$ cat src/rtl/modclk_pkg.sv
package modclk_pkg;

  // Field positions are fixed: software decodes them.
  localparam int MODE_LSB  = 0;
  localparam int STAT_LSB  = 16;
  localparam int DB_BIT    = 18;
  localparam int MODE_W    = 2;
  localparam int STAT_W    = 2;

  localparam logic [MODE_W-1:0] MODE_ENABLE = 2'd2;

  // Reported status codes
  localparam logic [STAT_W-1:0] STAT_FUNC  = 2'd0;
  localparam logic [STAT_W-1:0] STAT_TRANS = 2'd1;
  localparam logic [STAT_W-1:0] STAT_IDLE  = 2'd2;
  localparam logic [STAT_W-1:0] STAT_OFF   = 2'd3;

  typedef enum logic [2:0] {
    GS_OFF,
    GS_WAKE,
    GS_RUN,
    GS_STOP,
    GS_IDLE
  } gateState_e;

  // Strobes from control to datapath
  typedef struct packed {
    logic              clkOn;
    logic              idleReq;
    logic [STAT_W-1:0] status;
  } gateCtrl_t;

endpackage

$ cat src/rtl/modclk_fsm.sv
module modclk_fsm
  import modclk_pkg::*;
(
  input  logic      clk,
  input  logic      rstN,
  input  logic      enReq,
  input  logic      wakeAck,
  input  logic      idleAck,
  output gateCtrl_t ctrl
);

  gateState_e stateQ, stateD;

  always_comb begin
    stateD = stateQ;
    unique case (stateQ)
      GS_OFF:  if (enReq) stateD = GS_WAKE;
      GS_WAKE: begin
        if (!enReq)       stateD = GS_STOP;   // disable beats a late ack
        else if (wakeAck) stateD = GS_RUN;
      end
      GS_RUN:  if (!enReq) stateD = GS_STOP;
      GS_STOP: if (idleAck) stateD = GS_IDLE; // handshake always completes
      GS_IDLE: stateD = GS_OFF;
      default: stateD = GS_OFF;
    endcase
  end

  always_ff @(posedge clk) begin
    if (!rstN) stateQ <= GS_OFF;
    else       stateQ <= stateD;
  end

  always_comb begin
    ctrl = '{clkOn: 1'b0, idleReq: 1'b0, status: STAT_OFF};
    unique case (stateQ)
      GS_OFF:  ctrl = '{clkOn: 1'b0, idleReq: 1'b0, status: STAT_OFF};
      GS_WAKE: ctrl = '{clkOn: 1'b1, idleReq: 1'b0, status: STAT_TRANS};
      GS_RUN:  ctrl = '{clkOn: 1'b1, idleReq: 1'b0, status: STAT_FUNC};
      GS_STOP: ctrl = '{clkOn: 1'b1, idleReq: 1'b1, status: STAT_TRANS};
      GS_IDLE: ctrl = '{clkOn: 1'b0, idleReq: 1'b0, status: STAT_IDLE};
      default: ctrl = '{clkOn: 1'b0, idleReq: 1'b0, status: STAT_OFF};
    endcase
  end

endmodule

$ cat src/rtl/modclk_regs.sv
module modclk_regs
  import modclk_pkg::*;
#(
  parameter int REG_W     = 32,
  parameter bit HAS_DBCLK = 1'b1
) (
  input  logic             clk,
  input  logic             rstN,
  input  logic             wrEn,
  input  logic [REG_W-1:0] wrData,
  input  gateCtrl_t        ctrl,
  output logic             enReq,
  output logic [REG_W-1:0] rdData,
  output logic             modClkEn,
  output logic             modDbClkEn,
  output logic             modIdleReq
);

  logic [MODE_W-1:0] modeQ;
  logic [MODE_W-1:0] modeNext;
  logic              dbQ;

  // Reserved write bits are discarded.
  logic unusedWrBits;
  assign unusedWrBits = ^{wrData[REG_W-1:DB_BIT+1], wrData[STAT_LSB+STAT_W-1:MODE_LSB+MODE_W]};

  assign modeNext = wrEn ? wrData[MODE_LSB +: MODE_W] : modeQ;
  assign enReq    = (modeNext == MODE_ENABLE);

  always_ff @(posedge clk) begin
    if (!rstN)     modeQ <= '0;
    else if (wrEn) modeQ <= wrData[MODE_LSB +: MODE_W];
  end

  generate
    if (HAS_DBCLK) begin : g_db
      always_ff @(posedge clk) begin
        if (!rstN)     dbQ <= 1'b0;
        else if (wrEn) dbQ <= wrData[DB_BIT];
      end
    end else begin : g_nodb
      logic unusedDb;
      assign unusedDb = wrData[DB_BIT];
      assign dbQ      = 1'b0;
    end
  endgenerate

  always_comb begin
    rdData                        = '0;
    rdData[MODE_LSB +: MODE_W]    = modeQ;
    rdData[STAT_LSB +: STAT_W]    = ctrl.status;
    rdData[DB_BIT]                = dbQ;
  end

  assign modClkEn   = ctrl.clkOn;
  assign modIdleReq = ctrl.idleReq;
  assign modDbClkEn = dbQ & ctrl.clkOn;

endmodule

$ cat src/rtl/modclk_gate_ctrl.sv
module modclk_gate_ctrl
  import modclk_pkg::*;
#(
  parameter int REG_W     = 32,
  parameter bit HAS_DBCLK = 1'b1
) (
  input  logic             clk,
  input  logic             rstN,
  input  logic             wrEn,
  input  logic [REG_W-1:0] wrData,
  output logic [REG_W-1:0] rdData,
  output logic             modClkEn,
  output logic             modDbClkEn,
  output logic             modIdleReq,
  input  logic             modWakeAck,
  input  logic             modIdleAck
);

  gateCtrl_t ctrl;
  logic      enReq;

  modclk_fsm u_fsm (
    .clk     (clk),
    .rstN    (rstN),
    .enReq   (enReq),
    .wakeAck (modWakeAck),
    .idleAck (modIdleAck),
    .ctrl    (ctrl)
  );

  modclk_regs #(.REG_W(REG_W), .HAS_DBCLK(HAS_DBCLK)) u_regs (
    .clk        (clk),
    .rstN       (rstN),
    .wrEn       (wrEn),
    .wrData     (wrData),
    .ctrl       (ctrl),
    .enReq      (enReq),
    .rdData     (rdData),
    .modClkEn   (modClkEn),
    .modDbClkEn (modDbClkEn),
    .modIdleReq (modIdleReq)
  );

endmodule

$ cat config.mk
export PLATFORM = sky130hd
export DESIGN_NAME = modclk_gate_ctrl
export DESIGN_NICKNAME = d
export VERILOG_FILES = /design/src/rtl/modclk_pkg.sv /design/src/rtl/modclk_fsm.sv /design/src/rtl/modclk_regs.sv /design/src/rtl/modclk_gate_ctrl.sv
export SDC_FILE = /design/constraint.sdc
export NUM_CORES = 1
export LEC_CHECK = 0
export BUFFER_PORTS_ARGS = -buffer_cell sky130_fd_sc_hd__buf_2
export CAP_MARGIN = 20
export CORE_MARGIN = 3
export CORE_UTILIZATION = 32
export DETAILED_ROUTE_END_ITERATION = 7
export PLACE_DENSITY = 0.93
export SLEW_MARGIN = 10
export SYNTH_ARGS = -nofsm -noshare
export SYNTH_HDL_FRONTEND = slang
export SYNTH_SLANG_ARGS = --single-unit
$ cat constraint.sdc
create_clock -name clk -period 2.43 [get_ports clk]
set_input_delay 0 -clock clk [delete_from_list [all_inputs] [get_ports clk]]
set_output_delay 0 -clock clk [all_outputs]
set_load 0.03 [all_outputs]
==> load_flow_metrics.sql <==
INSERT INTO impl_metrics (metric_group, metric, value, unit) VALUES
('clock_tree', 'cts_root_buffer', 'clkbuf_4', ''),
('setup_path', 'worst-endpoint-required', '2570', 'ps'),
('floorplanning', 'core_area', '1520', 'um^2'),
('timing', 'period_share', '57.0', '%'),
('grt', 'grtUsageMet3', '2.73', '%'),
('floorplanning', 'die-area', '2160', 'um^2'),
('pwr', 'p_total', '344', 'uW'),
('clock_tree', 'worst_skew_pair_later_pin_latency', '240', 'ps'),
('timing', 'worst_clock_skew', '3.23', 'ps'),
('timing', 'timing.final.setup_violations', '0', ''),
('synth', 'post_synth.cell_area_avg', '8.34', 'um^2'),
('grt', 'globalRoute.totalOverflow', '0', ''),
('grt', 'grt_max_degree', '8', ''),
('drt', 'vias', '375', ''),
('grt', 'grt.total_usage', '7.66', '%'),
('layout', 'net_total_in_the_final_layout', '117', ''),
('pwr', 'powerDensity', '662', 'nW/um^2'),
('timing', 'clock.fmax', '0.722', 'GHz'),
('place', 'detailedPlace.worstSlack', '1040', 'ps'),
('setup_path', 'start_kind', 'flop', ''),
('place', 'gp_congestion', '0.659', ''),
('clock_tree', 'hold_buffer_count_at_cts', '0', ''),
('clock_tree', 'tritoncts_num_sinks', '6', ''),
('layout', 'leading_cell_type_in_the_layout_fill_and_taps_excluded', 'conb_1', ''),
('grt', 'grt_util_met1', '5.06', '%'),
('grt', 'grt_antenna_before_repair', '0', ''),
('floorplanning', 'starting_density', '34.5', '%'),
('drt', 'drt_pre_antenna_iters', '4', ''),
('synth', 'yosys.area.top_type_share', '40.0', '%'),
('job', 'drv_cap', '0', ''),
('timing', 'layout_min_cycle_time', '1380', 'ps'),
('layout', 'syn2layout_area_growth', '-1.19', '%'),
('pwr', 'p_leak', '0.295', 'nW'),
('synth', 'synth_sequential_area_ratio', '22.9', '%'),
('drt', 'wl_per_cell', '8.95', 'um'),
('layout', 'final_std_cells_w_o_fill', '94', ''),
('clock_tree', 'clockBufferDepth', '2', ''),
('place', 'place_hpwl', '777', 'um'),
('clock_tree', 'clock_slew_at_reported_path_ffs', '50', 'ps'),
('drt', 'drt_iter0_markers', '8', ''),
('synth', 'synthDistinctLibCells', '19', ''),
('timing', 'rsz0062_at_grt', 'no', ''),
('grt', 'routing_layer_with_the_top_usage_in_global_route', 'met2', ''),
('setup_path', 'worstSetupPathType', 'flop to flop', ''),
('synth', 'synth_area_leader_cell', 'buf_4', ''),
('layout', 'most-common-layout-cells', '27 x conb_1, 15 x buf_2, 6 x dfxtp_1, 4 x nor2_1, 4 x nor2b_1', ''),
('grt', 'grt_use_met2', '15.4', '%'),
('synth', 'mappedNetlistArea', '526', 'um^2'),
('clock_tree', 'post_cts_buffers', '0', ''),
('clock_tree', 'cts_tree', 'done', ''),
('hold_path', 'holdCritPathClass', 'input pin to flop', ''),
('floorplanning', 'std_cell_rows', '14', ''),
('floorplanning', 'die_width', '46.5', 'um'),
('clock_tree', 'cts_repair_resize_count', '0', ''),
('place', 'io_buffers', '15', ''),
('floorplanning', 'boundaryPins', '72', ''),
('place', 'dpl-instance-area', '497', 'um^2'),
('grt', 'global_route_wire_length_before_repair', '1140', 'um'),
('drt', 'via_per_inst', '3.99', ''),
('timing', 'setup_slack', '1050', 'ps'),
('status', 'run_status', 'finished clean', ''),
('timing', 'slew_violations', '0', ''),
('synth', 'post_synth_inst_count', '63', ''),
('layout', 'final_util', '34.1', '%'),
('layout', 'diodes', '0', ''),
('synth', 'synthesis.yosys.warnings', '0', ''),
('synth', 'synth-seq-cells', '6', ''),
('synth', 'cell_types_occupying_the_most_area_after_synthesis', 'buf_4 40%, dfxtp_1 23%, mux2i_1 5.7%', ''),
('drt', 'detail_route.wirelength', '841', 'um'),
('place', 'placed_cells_incl_taps', '91', ''),
('drt', 'route.detailed.drc', '0', ''),
('clock_tree', 'tritoncts.num_buffers', '3', ''),
('layout', 'final_area', '519', 'um^2'),
('timing', 'finalSetupTns', '0', 'ps'),
('setup_path', 'worst_setup_path_end_kind', 'flop', ''),
('setup_path', 'crit_arrival', '1530', 'ps'),
('clock_tree', 'cts-htree-levels', '1', ''),
('drt', 'drt.antenna.violating_nets', '0', ''),
('grt', 'first_global_vias', '328', ''),
('layout', 'final_layout_size_suffix_gt1_share', '25.6', '%'),
('setup_path', 'crit_path_max_fanout', '3', ''),
('floorplanning', 'die-height', '46.5', 'um'),
('timing', 'whs', '22.9', 'ps'),
('pwr', 'peakVddDrop', '0.000221', 'V'),
('timing', 'hold_viol', '0', '');
==> cell families after synthesis <==
group / count (synthesis) / share of synthesized area [%]
flip-flops: 6 / 22.9
buffers and inverters: 31 / 43.6
AO/OA/AOI/OAI: 4 / 6.19
other: 1 / 0.714
AND/OR/NAND/NOR: 17 / 19.3
XOR/XNOR: 1 / 1.67
multiplexers: 3 / 5.71
==> worst max-delay path, stage by stage (launching register included) <==
cell and delay (ps):
dfxtp_1 340, or3b_4 400, a311o_1 350, a311oi_1 200
==> routing by layer <==
layer  routed length, um  part of all wire (%)  vias up
met5                   0                     0        -
met1                 228                    27      169
met2                 503                    60       24
li1                    -                     -      180
met3                 101                    12        2
met4                   8                  0.95        0
==> cells in the mapped netlist <==
library cell	instances
buf_6	1
a311o_1	1
a311oi_1	1
and3_4	1
nand2b_1	1
dfxtp_1	6
and2_1	1
a2111oi_0	1
nor2_1	4
xor2_1	1
mux2i_1	3
nand2_1	3
nand3b_1	2
inv_1	2
or3b_4	1
conb_1	1
a21oi_1	1
nor2b_1	4
buf_4	28
==> where the power goes <==
group	leakage [nW]	switching (mW)	total [mW]	internal, mW
Combinational	0.232	0.110	0.139	0.0295
Sequential	0.0494	0.00890	0.116	0.107
Clock	0.0138	0.0332	0.0889	0.0557
Total	0.295	0.152	0.344	0.192
==> final timing paths <==
| check | depth (start not counted) | slack [ps] | startpoint | end |
|---|---|---|---|---|
| setup reg to reg | 3 | 1050 | u_regs.modeQ[1] | u_fsm.stateQ[0] |
| setup / recovery | 3 | 1050 | u_regs.modeQ[1] | u_fsm.stateQ[0] |
| hold reg to reg | 2 | 540 | u_regs.dbQ | u_regs.dbQ |
| hold / removal | 2 | 20 | rstN | u_regs.dbQ |
==> flip-flops by register name, indices dropped and copies added (netlist names) <==
name / cells
u_regs.dbQ: 1
u_fsm.stateQ: 3
u_regs.modeQ: 2
==> area by class of cell <==
cell class / instances / area (um^2)
fillers: 166 / 1000
multi-input cells: 52 / 274
flip-flops and latches: 6 / 120
repair buffers: 15 / 75.1
clock buffers: 3 / 22.5
well taps: 16 / 20.0
inverters: 2 / 7.51
Note: power is estimated with default switching activity, not from simulation.
